File: config.mk
export PLATFORM = sky130hd
export DESIGN_NAME = sar_seq
export DESIGN_NICKNAME = d
export VERILOG_FILES = /design/src/rtl/sar_pkg.sv /design/src/rtl/sar_tick_gen.sv /design/src/rtl/sar_trig_sync.sv /design/src/rtl/sar_ctrl.sv /design/src/rtl/sar_seq.sv
export SDC_FILE = /design/constraint.sdc
export NUM_CORES = 1
export LEC_CHECK = 0
export BUFFER_PORTS_ARGS = -buffer_cell sky130_fd_sc_hd__buf_2
export CORE_MARGIN = 2
export CORE_UTILIZATION = 48
export DETAILED_ROUTE_END_ITERATION = 16
export PLACE_DENSITY = 0.7
export SETUP_SLACK_MARGIN = 0.02
export SYNTH_ARGS = -nofsm -noshare
export SYNTH_HDL_FRONTEND = slang
export SYNTH_SLANG_ARGS = --single-unit
File: constraint.sdc
create_clock -name clk -period 4.6 [get_ports clk]
set_input_delay 0.23 -clock clk [delete_from_list [all_inputs] [get_ports clk]]
set_output_delay 0.23 -clock clk [all_outputs]
set_load 0.02 [all_outputs]
File: src/rtl/sar_pkg.sv
package sar_pkg;
  typedef enum logic [1:0] {
    ST_IDLE   = 2'd0,
    ST_SAMPLE = 2'd1,
    ST_CONV   = 2'd2
  } sar_state_e;
endpackage

File: src/rtl/sar_tick_gen.sv
// Divides the clock into a one-cycle enable every DIV cycles; restarts on clr.
module sar_tick_gen #(
  parameter int unsigned DIV = 4
) (
  input  logic clk,
  input  logic rst_n,
  input  logic clr,
  output logic tick
);
  localparam int unsigned CW = (DIV > 2) ? $clog2(DIV) : 1;

  logic [CW-1:0] cnt_q, cnt_d;

  assign tick = (cnt_q == CW'(DIV - 1));

  always_comb begin
    if (clr || tick) cnt_d = '0;
    else             cnt_d = cnt_q + 1'b1;
  end

  always_ff @(posedge clk or negedge rst_n) begin
    if (!rst_n) cnt_q <= '0;
    else        cnt_q <= cnt_d;
  end
endmodule

File: src/rtl/sar_trig_sync.sv
// Two-stage synchroniser plus a third stage for rising-edge detection.
module sar_trig_sync (
  input  logic clk,
  input  logic rst_n,
  input  logic trig_in,
  output logic rise
);
  logic [2:0] sh_q;

  always_ff @(posedge clk or negedge rst_n) begin
    if (!rst_n) sh_q <= '0;
    else        sh_q <= {sh_q[1:0], trig_in};
  end

  assign rise = sh_q[1] & ~sh_q[2];
endmodule

File: src/rtl/sar_ctrl.sv
// Phase sequencer and successive-approximation register.
module sar_ctrl
  import sar_pkg::*;
#(
  parameter int unsigned RES_W        = 10,
  parameter int unsigned SAMPLE_TICKS = 2
) (
  input  logic             clk,
  input  logic             rst_n,
  input  logic             start,
  input  logic             cont,
  input  logic             samp_tick,
  input  logic             conv_tick,
  input  logic             cmp_in,
  output logic             busy,
  output logic             div_clr,
  output logic             done,
  output logic [RES_W-1:0] trial,
  output logic [RES_W-1:0] result
);
  localparam int unsigned SC_W = $clog2(SAMPLE_TICKS + 1);
  localparam int unsigned BI_W = $clog2(RES_W);

  sar_state_e       state_q, state_d;
  logic [SC_W-1:0]  scnt_q, scnt_d;
  logic [BI_W-1:0]  bit_q, bit_d;
  logic [RES_W-1:0] sar_q, sar_d;
  logic [RES_W-1:0] res_q, res_d;

  always_comb begin
    state_d = state_q;
    scnt_d  = scnt_q;
    bit_d   = bit_q;
    sar_d   = sar_q;
    res_d   = res_q;
    done    = 1'b0;
    case (state_q)
      ST_IDLE: begin
        if (start) begin
          state_d = ST_SAMPLE;
          scnt_d  = '0;
        end
      end
      ST_SAMPLE: begin
        if (samp_tick) begin
          if (scnt_q == SC_W'(SAMPLE_TICKS - 1)) begin
            state_d            = ST_CONV;
            bit_d              = BI_W'(RES_W - 1);
            sar_d              = '0;
            sar_d[RES_W-1]     = 1'b1;
          end else begin
            scnt_d = scnt_q + 1'b1;
          end
        end
      end
      ST_CONV: begin
        if (conv_tick) begin
          sar_d[bit_q] = cmp_in;
          if (bit_q == '0) begin
            res_d = sar_d;
            done  = 1'b1;
            if (cont) begin
              state_d = ST_SAMPLE;
              scnt_d  = '0;
            end else begin
              state_d = ST_IDLE;
            end
          end else begin
            sar_d[bit_q - 1'b1] = 1'b1;
            bit_d               = bit_q - 1'b1;
          end
        end
      end
      default: state_d = ST_IDLE;
    endcase
  end

  // Prescalers restart on every phase change, including a continuous restart.
  assign div_clr = (state_d != state_q) || done;
  assign busy    = (state_q != ST_IDLE);
  assign trial   = sar_q;
  assign result  = res_q;

  always_ff @(posedge clk or negedge rst_n) begin
    if (!rst_n) begin
      state_q <= ST_IDLE;
      scnt_q  <= '0;
      bit_q   <= '0;
      sar_q   <= '0;
      res_q   <= '0;
    end else begin
      state_q <= state_d;
      scnt_q  <= scnt_d;
      bit_q   <= bit_d;
      sar_q   <= sar_d;
      res_q   <= res_d;
    end
  end
endmodule

File: src/rtl/sar_seq.sv
// Top: control register, start arbitration, interrupt flag.
module sar_seq #(
  parameter int unsigned RES_W        = 10,
  parameter int unsigned NUM_CH       = 15,
  parameter int unsigned SAMPLE_DIV   = 8,
  parameter int unsigned CONV_DIV     = 4,
  parameter int unsigned SAMPLE_TICKS = 2,
  localparam int unsigned CH_W        = $clog2(NUM_CH)
) (
  input  logic             clk,
  input  logic             rst_n,
  input  logic             wr_en,
  input  logic [CH_W-1:0]  wr_chan,
  input  logic             wr_cont,
  input  logic             wr_ext,
  input  logic             wr_start,
  input  logic             wr_irq_clr,
  input  logic             ext_trig,
  input  logic             cmp_in,
  output logic [CH_W-1:0]  mux_sel,
  output logic [RES_W-1:0] dac_code,
  output logic [RES_W-1:0] result,
  output logic             busy,
  output logic             irq
);
  logic [CH_W-1:0] chan_q, chan_d;
  logic            cont_q, cont_d;
  logic            ext_q, ext_d;
  logic            irq_q, irq_d;
  logic            trig_rise, samp_tick, conv_tick, div_clr, done, start;

  sar_trig_sync u_sync (
    .clk     (clk),
    .rst_n   (rst_n),
    .trig_in (ext_trig),
    .rise    (trig_rise)
  );

  sar_tick_gen #(.DIV(SAMPLE_DIV)) u_samp_div (
    .clk   (clk),
    .rst_n (rst_n),
    .clr   (div_clr),
    .tick  (samp_tick)
  );

  sar_tick_gen #(.DIV(CONV_DIV)) u_conv_div (
    .clk   (clk),
    .rst_n (rst_n),
    .clr   (div_clr),
    .tick  (conv_tick)
  );

  sar_ctrl #(
    .RES_W        (RES_W),
    .SAMPLE_TICKS (SAMPLE_TICKS)
  ) u_ctrl (
    .clk       (clk),
    .rst_n     (rst_n),
    .start     (start),
    .cont      (cont_q),
    .samp_tick (samp_tick),
    .conv_tick (conv_tick),
    .cmp_in    (cmp_in),
    .busy      (busy),
    .div_clr   (div_clr),
    .done      (done),
    .trial     (dac_code),
    .result    (result)
  );

  assign start = ~busy & ((wr_en & wr_start & ~wr_ext) | (ext_q & trig_rise));

  always_comb begin
    chan_d = chan_q;
    ext_d  = ext_q;
    cont_d = cont_q;
    irq_d  = irq_q;
    if (wr_en) begin
      cont_d = wr_cont;
      if (!busy) begin
        ext_d = wr_ext;
        if (wr_chan < CH_W'(NUM_CH)) chan_d = wr_chan;
      end
      if (wr_irq_clr) irq_d = 1'b0;
    end
    if (done) irq_d = 1'b1;
  end

  always_ff @(posedge clk or negedge rst_n) begin
    if (!rst_n) begin
      chan_q <= '0;
      cont_q <= 1'b0;
      ext_q  <= 1'b0;
      irq_q  <= 1'b0;
    end else begin
      chan_q <= chan_d;
      cont_q <= cont_d;
      ext_q  <= ext_d;
      irq_q  <= irq_d;
    end
  end

  assign mux_sel = chan_q;
  assign irq     = irq_q;
endmodule

==> results.tsv <==
stage	metric	value	unit
outcome	status	finished, final reports clean	
global_route	initial antenna violation count	0	
min_path	Hold Startpoint	ext_trig	
yosys	post-synthesis register bit count	43	
clock_network	clk slew on worst S/H paths	0.08	ns
floorplan	core area	4720	um2
yosys	Syn. warnings	0	
yosys	number of distinct library cells after synthesis	44	
yosys	Post-synth EDFFs	0	
pwr	Switching Share	0.362	
placed_design	placed cell count	337	
cells_and_area	Non-Filler Instances	345	
worst_setup_path	critical path class	register to register	
global_route	gr ovfl total	0	
worst_setup_path	r2r worst-path depth	5	
placed_design	dpl hpwl	3490	um
worst_setup_path	CP max FO	19	
timing	Final WS setup	2.25	ns
yosys	Syn Nets	267	
cells_and_area	# diodes	0	
yosys	Post-Syn Instances	241	
clock_network	CTS tree	done	
timing	crit path time final	2.35	ns
clock_network	# hold bufs at CTS	0	
placed_design	GP Congestion	0.847	
timing	Final Slew Violations	0	
floorplan	full die area	5480	um2
pwr	clock power share	0.240	
cells_and_area	final core occ	0.571	
worst_setup_path	critical path's slowest cell	dfrtp_1	
clock_network	CTS Sinks	43	
routing	met2 WL	2250	um
timing	Final Skew	0.00322	ns
routing	drt drc	0	
timing	Worst-Margin Slew	0.942	ns
timing	Rel. slew slack	0.372	
min_path	Hold Crit Endpoint	u_sync.sh_q[0]$_DFF_PN0_	
worst_setup_path	R2R Path Start	u_ctrl.bit_q[0]$_DFFE_PN0P_	
routing	met1 wire length	2510	um
floorplan	die span in y	74.0	um
timing	final hold violation count	0	
timing	final setup fails	0	
routing	DR iter-0 viols	150	
routing	wire length per cell	14.5	um
floorplan	Chip Width	74.0	um
timing	Max Fclk	425	MHz
yosys	top post-synthesis cells by area	dfrtp_1, ha_1, o21ai_0	
global_route	wire length of the first global-routing pass	8650	um
min_path	Worst Hold Path Cells	1	
yosys	Netlist Area Pre-Place	2350	um2
yosys	top cell type's share of synthesized area	0.457	
global_route	vias in the first global route	1861	
pwr	Psw	0.449	mW
min_path	worst min path class	primary input to register	
routing	drt total wl	5010	um
routing	DR vias	1921	
global_route	largest net degree at the start of global routing	44	
cells_and_area	layout cells sized above 1	0.209	
clock_network	Post-CTS Setup Inserts	0	
pwr	share of power burned in registers	0.401	
timing	TNS Setup	0	ns
clock_network	CTS buffer count	5	
routing	vias per cell	5.57	
pwr	LEAKAGE	1.27	nW
pwr	pwr dens	461	nW/um2
timing	RSZ-0062 raised after global routing	false	
cells_and_area	Final #Nets	303	
floorplan	# rows	25	
clock_network	Worst-Skew Late Latency	0.30	ns
timing	crit share post-route	0.511	
yosys	async set-or-reset flop fraction in the synthesized netlist	1.00	
worst_setup_path	nature of the critical path startpoint	register	
yosys	mean post-synth cell area	9.76	um2
routing	first-pass iteration count of the detailed router	4	
global_route	GRT Util Overall	0.206	
routing	DR top layer	met4	
job	max_cap viols	0	
clock_network	CTS max path bufs	2	
floorplan	num ports	39	
placed_design	Place WS	2.29	ns
yosys	register area share after synthesis	0.457	
clock_network	number of H-tree levels	2	
worst_setup_path	Critical Path RT	4.79	ns
pwr	peak supply drop	0.000302	V
floorplan	Starting Density	0.498	
worst_setup_path	flop2flop setup slack	2.25	ns
yosys	Synth area leader	dfrtp_1	
clock_network	CTS resizes	0	
pwr	internal power	0.793	mW
cells_and_area	Area Overhead vs Synth	14.7	%
worst_setup_path	CP max stage delay	0.47	ns
routing	post-route ant nets	0	
worst_setup_path	worst r2r dst	u_ctrl.result[0]$_DFFE_PN0P_	
worst_setup_path	crit-path cells	inv_1, ha_1, nor4bb_1, nand2_1, mux2_2	
placed_design	port bufs	38	
worst_setup_path	Worst setup EP type	register	
yosys	prevailing post-synth register cell	dfrtp_1	
pwr	combinational share of power	0.359	
routing	met3 wire length	159	um
clock_network	clock root buffer	clkbuf_8	
worst_setup_path	Worst EP arrival	2.54	ns
==> layout by cell type (no fill, tap or decap), types with 3 or more instances in the layout <==
cell type  instances
a21boi_0           5
a21oi_1           11
a31oi_1            4
buf_2             38
clkbuf_8           5
dfrtp_1           43
ha_1              13
inv_1             12
mux2_2             5
mux2i_1           10
nand2_1           29
nand3_1            7
nand3b_1           6
nor2_1             9
nor2b_1            3
nor3_1             8
o21ai_0           28
o2bb2ai_1          3
or3_1              3
==> synth_stat cells, types with 2 or more instances <==
master,count
a21oi_1,11
or3_1,3
nand3b_1,6
or2_2,2
buf_2,6
o22a_1,2
nand2_1,29
a2111oi_0,2
o21ai_0,28
nor2b_1,3
nand3_1,7
nand2b_1,2
o2bb2ai_1,3
a221oi_1,2
clkbuf_1,3
mux2_2,5
dfrtp_1,43
and3_1,2
a41oi_1,2
mux2i_1,10
nor3_1,8
a31oi_1,4
ha_1,13
nand4bb_1,2
nor2_1,9
a21boi_0,5
inv_1,12
==> power by group through the flow <==
stage / Combinational (mW) / Sequential [mW] / Clock (mW)
2_1_floorplan: 0.300 / 0.534 / 0
3_3_place_gp: 0.441 / 0.503 / 0
3_5_place_dp: 0.445 / 0.506 / 0
4_1_cts: 0.446 / 0.498 / 0.306
5_1_grt: 0.504 / 0.508 / 0.321
6_report: 0.446 / 0.498 / 0.298
==> state kept, by name (all words and copies together), names as in the netlist, 3 cells and up <==
name              flops
mux_sel               4
u_sync.sh_q           3
u_samp_div.cnt_q      3
u_ctrl.bit_q          4
u_ctrl.trial         10
u_ctrl.result        10
==> per-layer routing <==
metal | GRT usage | up-vias
li1 | - | 958
met1 | 0.290 | 921
met2 | 0.319 | 35
met3 | 0.0407 | 7
met4 | 0.0747 | 0
met5 | 0 | -
==> stage by stage <==
| step | power [mW] | hold WS [ns] | cell area, um2 |
|---|---|---|---|
| 3_3_place_gp | 0.944 | 0.335 | 2580 |
| 4_1_cts | 1.25 | 0.0260 | 2700 |
| 3_5_place_dp | 0.951 | 0.338 | 2580 |
| 5_1_grt | 1.33 | 0.0234 | 2700 |
| 6_report | 1.24 | 0.0310 | 2700 |
| 2_1_floorplan | 0.834 | -0.0656 | 2350 |
==> layout make-up <==
type | count | area [um2]
fill | 418 | 2030
multi-input combinational | 177 | 1190
sequential | 43 | 1080
timing repair buffer | 38 | 190
tap | 67 | 83.8
clock buffer | 5 | 68.8
inverter | 12 | 45.0
clock inverter | 3 | 43.8
==> critical path, delay by kind of cell, from the launching register on <==
kind                       cells  cell delay, ns
adders and majority gates      1            0.37
muxes                          1            0.41
and+or+nand+nor                2            0.83
DFF                            1            0.47
buffers and inverters          1            0.17
==> how the worst max path moves through the flow <==
| stage | start | cells after the start | slack, ns | endpoint |
|---|---|---|---|---|
| after floorplan | u_ctrl.bit_q[0]$_DFFE_PN0P_ | 8 | 2.82 | u_ctrl.result[1]$_DFFE_PN0P_ |
| after global routing | u_ctrl.bit_q[0]$_DFFE_PN0P_ | 5 | 2.06 | u_ctrl.result[0]$_DFFE_PN0P_ |
| after detailed placement | u_ctrl.bit_q[0]$_DFFE_PN0P_ | 5 | 2.29 | u_ctrl.result[0]$_DFFE_PN0P_ |
| after CTS | u_ctrl.bit_q[0]$_DFFE_PN0P_ | 5 | 2.28 | u_ctrl.result[0]$_DFFE_PN0P_ |
| after global placement | u_ctrl.bit_q[0]$_DFFE_PN0P_ | 5 | 2.28 | u_ctrl.result[0]$_DFFE_PN0P_ |
| final | u_ctrl.bit_q[0]$_DFFE_PN0P_ | 5 | 2.25 | u_ctrl.result[0]$_DFFE_PN0P_ |
==> cell families (layout without fill, tap and decap cells) <==
group,count (synthesis),count (layout),share of synthesized area
and+or+nand+nor,77,77,0.171
AOI/OAI and AO/OA,72,72,0.199
DFF,43,43,0.457
buffers and inverters,21,58,0.0367
muxes,15,15,0.0665
adders and majority gates,13,13,0.0692
Power figures use the tool's default switching activity.
